==> config.mk <==
export PLATFORM = sky130hd
export DESIGN_NAME = standby_seq
export DESIGN_NICKNAME = d
export VERILOG_FILES = /design/src/rtl/pmu_pkg.sv /design/src/rtl/pmu_wake_qual.sv /design/src/rtl/pmu_settle_timer.sv /design/src/rtl/pmu_mstp_reg.sv /design/src/rtl/standby_seq.sv
export SDC_FILE = /design/constraint.sdc
export NUM_CORES = 1
export LEC_CHECK = 0
export ABC_AREA = 1
export BUFFER_PORTS_ARGS = -buffer_cell sky130_fd_sc_hd__buf_4
export CAP_MARGIN = 20
export CORE_ASPECT_RATIO = 2
export CORE_UTILIZATION = 25
export DETAILED_ROUTE_END_ITERATION = 6
export GPL_ROUTABILITY_DRIVEN = 1
export SLEW_MARGIN = 20
export SYNTH_ARGS = -nofsm -noshare
export SYNTH_HDL_FRONTEND = slang
export SYNTH_HIERARCHICAL = 1
export SYNTH_SLANG_ARGS = --single-unit
==> constraint.sdc <==
create_clock -name clk -period 3.9 [get_ports clk]
set_input_delay 0.975 -clock clk [delete_from_list [all_inputs] [get_ports clk]]
set_output_delay 0.975 -clock clk [all_outputs]
set_load 0.02 [all_outputs]
==> src/rtl/pmu_pkg.sv <==
package pmu_pkg;

    typedef enum logic [1:0] {
        PS_RUN    = 2'd0,
        PS_STBY   = 2'd1,
        PS_SETTLE = 2'd2,
        PS_RESUME = 2'd3
    } pstate_e;

    typedef enum logic {
        WK_IRQ = 1'b0,
        WK_PIN = 1'b1
    } wake_kind_e;

    typedef struct packed {
        logic cpu_clk;
        logic per_clk;
        logic osc;
        logic hold_rst;
    } pwr_ctl_t;

    // Settling length in cycles for a code; codes above max_code clamp to it.
    function automatic int unsigned settle_cycles(input logic [2:0] code,
                                                  input int base_log,
                                                  input int max_code);
        int c;
        c = int'(code);
        if (c > max_code) c = max_code;
        return 32'd1 << (c + base_log);
    endfunction

    function automatic pwr_ctl_t ctl_for_state(input pstate_e s);
        pwr_ctl_t r;
        unique case (s)
            PS_RUN:    r = '{cpu_clk: 1'b1, per_clk: 1'b1, osc: 1'b1, hold_rst: 1'b0};
            PS_STBY:   r = '{cpu_clk: 1'b0, per_clk: 1'b0, osc: 1'b0, hold_rst: 1'b1};
            PS_SETTLE: r = '{cpu_clk: 1'b0, per_clk: 1'b0, osc: 1'b1, hold_rst: 1'b1};
            default:   r = '{cpu_clk: 1'b1, per_clk: 1'b1, osc: 1'b1, hold_rst: 1'b0};
        endcase
        return r;
    endfunction

endpackage

==> src/rtl/pmu_wake_qual.sv <==
module pmu_wake_qual #(
    parameter int N_IRQ = 8
) (
    input  logic             nmi_in,
    input  logic [N_IRQ-1:0] irq_in,
    input  logic [N_IRQ-1:0] irq_en,
    input  logic [N_IRQ-1:0] irq_cpu_mask,
    input  logic [N_IRQ-1:0] irq_xfer_sel,
    input  logic             pin_rst,
    input  logic             pin_mrst,
    input  logic             pin_stby,
    output logic             wake_irq,
    output logic             wake_pin
);
    logic [N_IRQ-1:0] line_ok;

    for (genvar i = 0; i < N_IRQ; i++) begin : g_line
        assign line_ok[i] = irq_in[i] & irq_en[i] & ~irq_cpu_mask[i] & ~irq_xfer_sel[i];
    end

    assign wake_irq = nmi_in | (|line_ok);
    assign wake_pin = pin_rst | pin_mrst | pin_stby;
endmodule

==> src/rtl/pmu_settle_timer.sv <==
module pmu_settle_timer
    import pmu_pkg::*;
#(
    parameter int BASE_LOG = 8,
    parameter int MAX_CODE = 5
) (
    input  logic       clk,
    input  logic       rst,
    input  logic       load,
    input  logic [2:0] code,
    input  logic       run,
    output logic       done
);
    localparam int CW = BASE_LOG + MAX_CODE;

    logic [CW-1:0] cnt;

    always_ff @(posedge clk) begin
        if (rst) begin
            cnt <= '0;
        end else if (load) begin
            cnt <= CW'(settle_cycles(code, BASE_LOG, MAX_CODE) - 1);
        end else if (run && cnt != '0) begin
            cnt <= cnt - 1'b1;
        end
    end

    assign done = run && (cnt == '0);
endmodule

==> src/rtl/pmu_mstp_reg.sv <==
module pmu_mstp_reg #(
    parameter int NMOD    = 16,
    parameter int DMA_BIT = 7,
    parameter int DTC_BIT = 6
) (
    input  logic            clk,
    input  logic            rst,
    input  logic            we,
    input  logic [NMOD-1:0] wdata,
    input  logic            master_cpu,
    input  logic            dma_busy,
    input  logic            dtc_busy,
    output logic [NMOD-1:0] q
);
    logic accept;
    assign accept = we & master_cpu;

    for (genvar i = 0; i < NMOD; i++) begin : g_bit
        logic busy;
        if (i == DMA_BIT) begin : g_dma
            assign busy = dma_busy;
        end else if (i == DTC_BIT) begin : g_dtc
            assign busy = dtc_busy;
        end else begin : g_free
            assign busy = 1'b0;
        end

        logic refuse;
        assign refuse = busy & wdata[i] & ~q[i];

        always_ff @(posedge clk) begin
            if (rst) begin
                q[i] <= 1'b0;
            end else if (accept && !refuse) begin
                q[i] <= wdata[i];
            end
        end
    end
endmodule

==> src/rtl/standby_seq.sv <==
module standby_seq
    import pmu_pkg::*;
#(
    parameter int N_IRQ    = 8,
    parameter int NMOD     = 16,
    parameter int DMA_BIT  = 7,
    parameter int DTC_BIT  = 6,
    parameter int N_PRST   = 3,
    parameter int BASE_LOG = 8,
    parameter int MAX_CODE = 5
) (
    input  logic              clk,
    input  logic              rst,
    input  logic              sleep_stb,
    input  logic              sel_stby,
    input  logic              sel_lowspd,
    input  logic              sel_wdtpre,
    input  logic [2:0]        settle_code,
    input  logic              nmi_in,
    input  logic [N_IRQ-1:0]  irq_in,
    input  logic [N_IRQ-1:0]  irq_en,
    input  logic [N_IRQ-1:0]  irq_cpu_mask,
    input  logic [N_IRQ-1:0]  irq_xfer_sel,
    input  logic              pin_rst,
    input  logic              pin_mrst,
    input  logic              pin_stby,
    input  logic              mstp_we,
    input  logic [NMOD-1:0]   mstp_wdata,
    input  logic              mstp_master_cpu,
    input  logic              dma_busy,
    input  logic              dtc_busy,
    output logic [NMOD-1:0]   mstp_q,
    output logic              cpu_clk_en,
    output logic              per_clk_en,
    output logic              osc_en,
    output logic [N_PRST-1:0] per_rst,
    output logic              exc_start,
    output logic              rst_exit,
    output logic [1:0]        pwr_state
);
    pstate_e    state_q, state_d;
    wake_kind_e kind_q;
    logic       wake_irq, wake_pin, settle_done, go_sleep, wake_now;
    pwr_ctl_t   ctl;

    pmu_wake_qual #(.N_IRQ(N_IRQ)) wake_i (
        .nmi_in       (nmi_in),
        .irq_in       (irq_in),
        .irq_en       (irq_en),
        .irq_cpu_mask (irq_cpu_mask),
        .irq_xfer_sel (irq_xfer_sel),
        .pin_rst      (pin_rst),
        .pin_mrst     (pin_mrst),
        .pin_stby     (pin_stby),
        .wake_irq     (wake_irq),
        .wake_pin     (wake_pin)
    );

    assign go_sleep = sleep_stb & sel_stby & ~sel_lowspd & ~sel_wdtpre;
    assign wake_now = (state_q == PS_STBY) & (wake_irq | wake_pin);

    pmu_settle_timer #(.BASE_LOG(BASE_LOG), .MAX_CODE(MAX_CODE)) tmr_i (
        .clk  (clk),
        .rst  (rst),
        .load (wake_now),
        .code (settle_code),
        .run  (state_q == PS_SETTLE),
        .done (settle_done)
    );

    pmu_mstp_reg #(.NMOD(NMOD), .DMA_BIT(DMA_BIT), .DTC_BIT(DTC_BIT)) mstp_i (
        .clk        (clk),
        .rst        (rst),
        .we         (mstp_we),
        .wdata      (mstp_wdata),
        .master_cpu (mstp_master_cpu),
        .dma_busy   (dma_busy),
        .dtc_busy   (dtc_busy),
        .q          (mstp_q)
    );

    always_comb begin
        state_d = state_q;
        unique case (state_q)
            PS_RUN:    if (go_sleep) state_d = PS_STBY;
            PS_STBY:   if (wake_now) state_d = PS_SETTLE;
            PS_SETTLE: if (settle_done) state_d = PS_RESUME;
            default:   state_d = PS_RUN;
        endcase
    end

    always_ff @(posedge clk) begin
        if (rst) begin
            state_q <= PS_RUN;
            kind_q  <= WK_IRQ;
        end else begin
            state_q <= state_d;
            if (wake_now) kind_q <= wake_pin ? WK_PIN : WK_IRQ;
        end
    end

    assign ctl        = ctl_for_state(state_q);
    assign cpu_clk_en = ctl.cpu_clk;
    assign per_clk_en = ctl.per_clk;
    assign osc_en     = ctl.osc;
    assign per_rst    = {N_PRST{ctl.hold_rst}};
    assign exc_start  = (state_q == PS_RESUME) && (kind_q == WK_IRQ);
    assign rst_exit   = (state_q == PS_RESUME) && (kind_q == WK_PIN);
    assign pwr_state  = state_q;
endmodule

==> impl_metrics.py, run 1 <==
metrics = {
    "status": {
        "outcome": "complete, no violations",
    },
    "critical_path": {
        "cp_slowest_cell": "nor2_2",
        "arrival_ps": 3110,
        "crit_chain": "buf_4, nor2_1, nand2_1, nand2_1, nor2_1, nand3_1, nor2_2, nor2_2, inv_2, nand2_1, ha_1, nand2_1, nor2_4, nand2_1, nor2_2, nand2_1, nand2_1, nand3_1, nand3_1, inv_1",
        "crit_top_cell": "nand2_1",
        "max_stage_delay_ps": 230,
        "path_max_fanout": 14,
        "critPathCaptureType": "register",
        "startpoint_type": "primary input",
        "setup.worst_path.class": "primary input to register",
        "worstPathRequired_ps": 4070,
    },
    "sta": {
        "drv_slew": 0,
        "setup_violations": 0,
        "grt_setup_unrepaired": "false",
        "final.setup.tns_ps": 0,
        "slew-limit-headroom_pct": 63.43,
        "hold_viol": 0,
        "max_freq_mhz": 340.0,
        "fin_crit_sh_pct": 75.41,
        "worstMarginPinSlew_ps": 547.2,
        "period_needed_ps": 2941,
        "skew_ps": 3.017,
    },
    "final_layout": {
        "fin_util_pct": 35.86,
        "fin_nets": 476,
        "n_antenna_cell": 0,
        "area_delta_synth_final_pct": 37.29,
        "regArea_um2": 640.6,
        "final_common_cell": "buf_4",
        "layout-drive-gt1-share_pct": 35.47,
        "multi_input_area_um2": 1245,
        "fill_cells": 892,
        "final_area_um2": 2994,
        "most-common-layout-cells": "buf_4 (90), nand2_1 (81), nor2_1 (45)",
    },
    "floorplan": {
        "die_h_um": 134.1,
        "num_rows": 47,
        "ioPinCount": 91,
        "floorplan.core_area_um2": 8351,
        "dieArea_um2": 9124,
        "start_util_pct": 26.12,
        "fp.dieW_um": 68.05,
    },
    "cts": {
        "clk_latency_ps": 270,
        "cts_hold_buf": 0,
        "cts_made_buffers": 5,
        "htreeDepth": 2,
        "cts_buffer_depth": 2,
        "cts_resized": 0,
        "cts_root_buffer": "clkbuf_16",
        "cts_setup_buffers": 0,
        "cts_sinks": 32,
        "clkTransAtPathRegs_ps": 50,
        "cts_tree": "yes",
    },
    "placed_design": {
        "hpwl_um": 4384,
        "place_congestion": 0.8585,
        "io_buffers": 90,
        "dpl_cell_area_um2": 2845,
    },
    "routing": {
        "wirelength_um": 5576,
        "viasPerCell": 4.341,
        "wire_per_inst_um": 11.06,
        "vias": 2188,
        "drt-pass1-iter-count": 4,
        "drcViolationCount": 0,
        "ant_nets": 0,
        "drt_iter0_drc": 64,
    },
    "power_and_ir_drop": {
        "cellLeakagePower_nw": 1.503,
        "cellPowerDensity_nw_per_um2": 712.6,
        "vdd_drop_max_v": 0.0005060,
    },
    "yosys": {
        "synth_area_um2": 2181,
        "synth-seq-cells": 32,
        "ys_types": 29,
        "synth_fp_nets": 391,
        "yosys_warnings": 6,
        "synth_seq_area_share_pct": 29.37,
        "synthCells": 320,
        "avgSynthCellArea_um2": 6.815,
    },
    "grt": {
        "antenna_found_initial": 0,
        "overflow": 0,
        "grt_pass1_vias": 2179,
        "grt_max_degree": 25,
        "grtUsageTotal_pct": 12.81,
        "grt_pass1_wl_um": 9018,
    },
    "min_path": {
        "min_path_type": "register to register",
    },
    "job": {
        "maxCapViolations": 0,
    },
}
-- worst max-delay path: cells and delay by family --
kind                       cells  cell delay (ps)
adders and majority gates      1              180
buffers and inverters          3              350
and+or+nand+nor               16             1620
-- area by class of cell --
class                           instances  share of cell area, %
Clock buffer                            6                  4.639
Clock inverter                          2                 0.3343
Inverter                               43                  5.391
Multi-Input combinational cell        233                  41.58
Sequential cell                        32                  21.40
Tap cell                               98                  4.095
Timing Repair Buffer                   90                  22.57
-- cells in the mapped netlist, drive strengths merged --
cell	count	share of area, %
nand2	97	20
nor2	51	10
inv	43	7.4
dfxtp	32	29
a21oi	28	8.5
nand3	28	9.0
buf	12	6.1
o21ai	10	2.3
ha	6	3.4
nand4	3	0.86
xor2	3	1.2
nor3	2	0.46
a21boi	1	0.34
and3	1	0.29
o21a	1	0.34
o21bai	1	0.34
or3	1	0.29
-- worst paths after layout --
check	from	to	slack, ps	cells past startpoint
max	irq_cpu_mask[4]	tmr_i/cnt[10]	960	20
min	mstp_i/q[13]	mstp_i/q[13]	460	2
max reg2reg	pwr_state[1]	tmr_i/cnt[10]	1400	16
min reg2reg	mstp_i/q[13]	mstp_i/q[13]	460	2
-- flip-flops by register name, indices dropped and copies added, names as in the netlist --
register / flops
kind_q: 1
pwr_state: 2
mstp_i/q: 16
tmr_i/cnt: 13
-- where the power goes --
group / leakage (nW) / internal (mW) / total [mW] / switching, mW
Combinational: 1.16 / 0.486 / 1.26 / 0.778
Sequential: 0.262 / 0.414 / 0.484 / 0.0700
Clock: 0.0766 / 0.251 / 0.386 / 0.135
-- per-stage QoR --
stage | cells | hold slack, ps | setup slack (ps) | total power [mW]
after floorplan | 320 | 439.3 | 1099 | 1.485
after global placement | 496 | 451.1 | 738.9 | 1.744
after detailed placement | 496 | 455.2 | 672.4 | 1.758
after CTS | 504 | 465.2 | 957.1 | 2.159
after global routing | 504 | 482.5 | 650.9 | 2.344
final | 504 | 460.7 | 959.0 | 2.134
-- metal layers --
metal	wire, um	vias to the layer above	share of wire, %	track usage [%]
met5	0	-	0	0
met4	93	0	1.7	5.324
met3	237	8	4.3	2.466
met2	3288	59	59	25.49
met1	1956	961	35	11.47
li1	-	1160	-	-
-- logic make-up after synthesis --
logic type / count (synthesis) / synth area share, %
fa+ha+maj: 6 / 3.442
xor+xnor: 3 / 1.205
buf+inv: 55 / 13.54
simple gates: 183 / 40.62
compound gates: 41 / 11.82
flops: 32 / 29.37
(Power assumes the default switching activity.)
==> run 2: changes to the inputs <==
--- a/config.mk
+++ b/config.mk
@@ -5,7 +5,7 @@
 export SDC_FILE = /design/constraint.sdc
 export NUM_CORES = 1
 export LEC_CHECK = 0
-export ABC_AREA = 1
+export ABC_AREA = 0
 export BUFFER_PORTS_ARGS = -buffer_cell sky130_fd_sc_hd__buf_4
 export CAP_MARGIN = 20
 export CORE_ASPECT_RATIO = 2
==> constraint.sdc (replaced) <==
create_clock -name clk -period 2.4 [get_ports clk]
set_input_delay 0.6 -clock clk [delete_from_list [all_inputs] [get_ports clk]]
set_output_delay 0.6 -clock clk [all_outputs]
set_load 0.02 [all_outputs]
==> run 2 against run 1 <==
Net effect:
- highest routed layer unchanged
- non-clock buffer count rose by 21
- clock-buffer cell count rose by 1
- the flow now finishes with violations (negative setup slack)
- global-route usage rose by 2.0 points
- clock power rose by 69%
- flip-flop and latch count did not move
- sequential power rose by 64%
- worst hold slack improved by 49 ps
- largest cell class unchanged
- synthesized cell count fell by 31%
==> impl_metrics.py, run 2 <==
metrics = {
    "status": {
        "outcome": "complete, but fails checks",
        "violations": "negative setup slack",
    },
    "sta": {
        "skew_ps": 4.099,
        "fin_crit_sh_pct": 103.0,
        "grt_setup_unrepaired": "true",
        "drv_slew": 0,
        "max_freq_mhz": 404.6,
        "worstMarginPinSlew_ps": 725.5,
        "hold_viol": 0,
        "setup_violations": 2,
        "slew-limit-headroom_pct": 51.26,
        "period_needed_ps": 2472,
        "finalWorstSetupSlack_ps": -71.79,
    },
    "placed_design": {
        "dpl_cell_area_um2": 2894,
        "place_congestion": 0.9131,
        "io_buffers": 90,
        "hpwl_um": 4649,
    },
    "yosys": {
        "async_flop_share_pct": 0,
        "synthMostInstantiatedCell": "dfxtp_1",
        "synth_fp_nets": 293,
        "synth_seq_area_share_pct": 30.86,
        "avgSynthCellArea_um2": 9.350,
        "ys.flop_type": "dfxtp_1",
        "yosys_warnings": 6,
        "ys_top_cells_by_count": "dfxtp_1 (32), a21oi_1 (13), nor3_1 (11)",
        "synth_top_cell_by_area": "dfxtp_1",
        "synth_edf_count": 0,
        "synth_area_um2": 2076,
        "synth_top_area_share_pct": 30.86,
        "ys_types": 52,
        "synthCells": 222,
        "netlist_top_cells_area": "dfxtp_1 (31%), a21bo_1 (4.8%), nand3_2 (4.8%)",
        "synth-seq-cells": 32,
    },
    "power_and_ir_drop": {
        "clockPowerShare_pct": 19.5,
        "finalPower_mw": 3.348,
        "cellPowerDensity_nw_per_um2": 1036,
        "seqPwrFrac_pct": 23.7,
        "p_switching_mw": 1.297,
        "vdd_drop_max_v": 0.0003891,
        "cellLeakagePower_nw": 1.348,
        "switching_share_pct": 38.74,
        "combinationalPowerShare_pct": 56.9,
        "p_int_mw": 2.051,
    },
    "routing": {
        "drt_iter0_drc": 58,
        "drt-pass1-iter-count": 4,
        "wire_per_inst_um": 14.56,
        "drcViolationCount": 0,
        "viasPerCell": 4.957,
        "ant_nets": 0,
        "vias": 2087,
        "wirelength_um": 6128,
    },
    "floorplan": {
        "fp.dieW_um": 66.43,
        "die_h_um": 130.9,
        "start_util_pct": 25.95,
        "floorplan.core_area_um2": 8000,
        "num_rows": 46,
        "ioPinCount": 91,
        "dieArea_um2": 8693,
    },
    "grt": {
        "grt_pass1_vias": 2135,
        "antenna_found_initial": 0,
        "overflow": 0,
        "grtUsageTotal_pct": 14.85,
        "grt_pass1_wl_um": 9901,
        "grt_max_degree": 34,
    },
    "final_layout": {
        "final_area_um2": 3232,
        "layout-drive-gt1-share_pct": 52.62,
        "fin_util_pct": 40.40,
        "largest_reg_flops": 16,
        "area_delta_synth_final_pct": 55.70,
        "most-common-layout-cells": "buf_4 (107), dfxtp_1 (32), a21oi_1 (13)",
        "fin_nets": 396,
        "final_common_cell": "buf_4",
        "regMostFlops": "mstp_i/q",
        "n_antenna_cell": 0,
    },
    "cts": {
        "cts_made_buffers": 5,
        "cts_root_buffer": "clkbuf_16",
        "clkTransAtPathRegs_ps": 50,
        "cts_hold_buf": 0,
        "cts_tree": "yes",
        "cts_buffer_depth": 2,
        "cts_sinks": 32,
        "clk_latency_ps": 270,
        "htreeDepth": 2,
    },
    "critical_path": {
        "reg2reg_depth": 7,
        "reg2reg_from": "pwr_state[0]",
        "critPathLaunch": "irq_in[5]",
        "r2r-end": "tmr_i/cnt[12]",
        "reg2reg_setup_slack_ps": 290,
        "arrival_ps": 2620,
        "critPathCaptureType": "register",
        "cp-endpoint": "tmr_i/cnt[12]",
        "setup.worst_path.class": "primary input to register",
        "path_max_fanout": 5,
        "startpoint_type": "primary input",
        "worstPathRequired_ps": 2540,
    },
    "job": {
        "maxCapViolations": 0,
    },
    "min_path": {
        "holdPathStages": 2,
        "min_path_type": "register to register",
    },
}
-- run 2: cell types whose count changed after synthesis, moves of 5 or more --
cell	change
nand2_1	-73
nor2_1	-37
inv_1	-32
nand2_2	-13
a21bo_1	+10
nor3_1	+9
nor4bb_1	+9
nand3_1	-7
a31oi_1	+6
xnor2_1	+5
-- run 2: through the flow --
stage / TNS [ps] / std cells / setup WS (ps) / hold slack, ps
final: -83.17 / 421 / -71.79 / 509.6
after detailed placement: -2558 / 409 / -427.9 / 509.3
after global placement: -2148 / 409 / -385.1 / 507.2
after floorplan: -212.8 / 222 / -197.2 / 475.1
after global routing: -513.2 / 421 / -152.8 / 539.6
after CTS: -92.21 / 418 / -41.18 / 517.5
-- run 2: power groups by stage --
stage / clock network, mW / registers (mW) / logic, mW
floorplan: 0 / 0.792 / 1.23
global placement: 0 / 0.799 / 1.74
detailed placement: 0 / 0.802 / 1.76
CTS: 0.671 / 0.791 / 1.80
global route: 0.693 / 0.808 / 2.06
finish: 0.652 / 0.793 / 1.90
-- run 2: per-layer routing --
layer | global-route usage (%) | up-vias | part of all wire, %
li1 | - | 1041 | -
met1 | 15.36 | 961 | 37
met2 | 26.41 | 65 | 55
met3 | 3.038 | 20 | 3.9
met4 | 9.512 | 0 | 4.5
met5 | 0 | - | 0
-- run 2: logic make-up (layout without fill, tap and decap cells) --
group / Yosys count / count (layout) / share of synthesized area [%]
multiplexers: 4 / 4 / 1.989
adder cells (fa/ha/maj): 6 / 6 / 3.617
flip-flops: 32 / 32 / 30.86
AND/OR/NAND/NOR: 80 / 80 / 26.64
AO/OA/AOI/OAI: 69 / 70 / 26.52
XOR/XNOR: 5 / 5 / 2.110
buffers and inverters: 26 / 128 / 8.258
-- run 2: final cells by class --
| class | instances | area, um2 |
|---|---|---|
| fillers | 817 | 4768 |
| multi-input cells | 165 | 1433 |
| repair buffers | 111 | 848.3 |
| flip-flops and latches | 32 | 640.6 |
| clock buffers | 7 | 152.6 |
| well taps | 96 | 120.1 |
| inverters | 10 | 37.54 |
-- run 2: how the worst min path moves through the flow --
stage / from / end / slack [ps]
2_1_floorplan: kind_q / kind_q / 480
3_3_place_gp: tmr_i/cnt[12] / tmr_i/cnt[12] / 510
3_5_place_dp: tmr_i/cnt[12] / tmr_i/cnt[12] / 510
4_1_cts: tmr_i/cnt[12] / tmr_i/cnt[12] / 520
5_1_grt: tmr_i/cnt[12] / tmr_i/cnt[12] / 540
6_report: tmr_i/cnt[12] / tmr_i/cnt[12] / 510
-- run 2: what timing repair did --
item                                    4_1_cts  5_1_grt
buffers inserted                              2        2
pin swaps                                     3       11
resized for setup                             4       21
endpoints found under the setup margin        5        8
cloned                                        0        1
-- run 2: critical path, cell delays in order --
cell,delay (ps)
buf_6,90
nor4bb_4,150
nor4_2,300
nand3_2,150
o21a_4,270
buf_6,120
nand4b_1,110
o221ai_1,120
or4_1,520
o211ai_1,100
a21oi_1,90
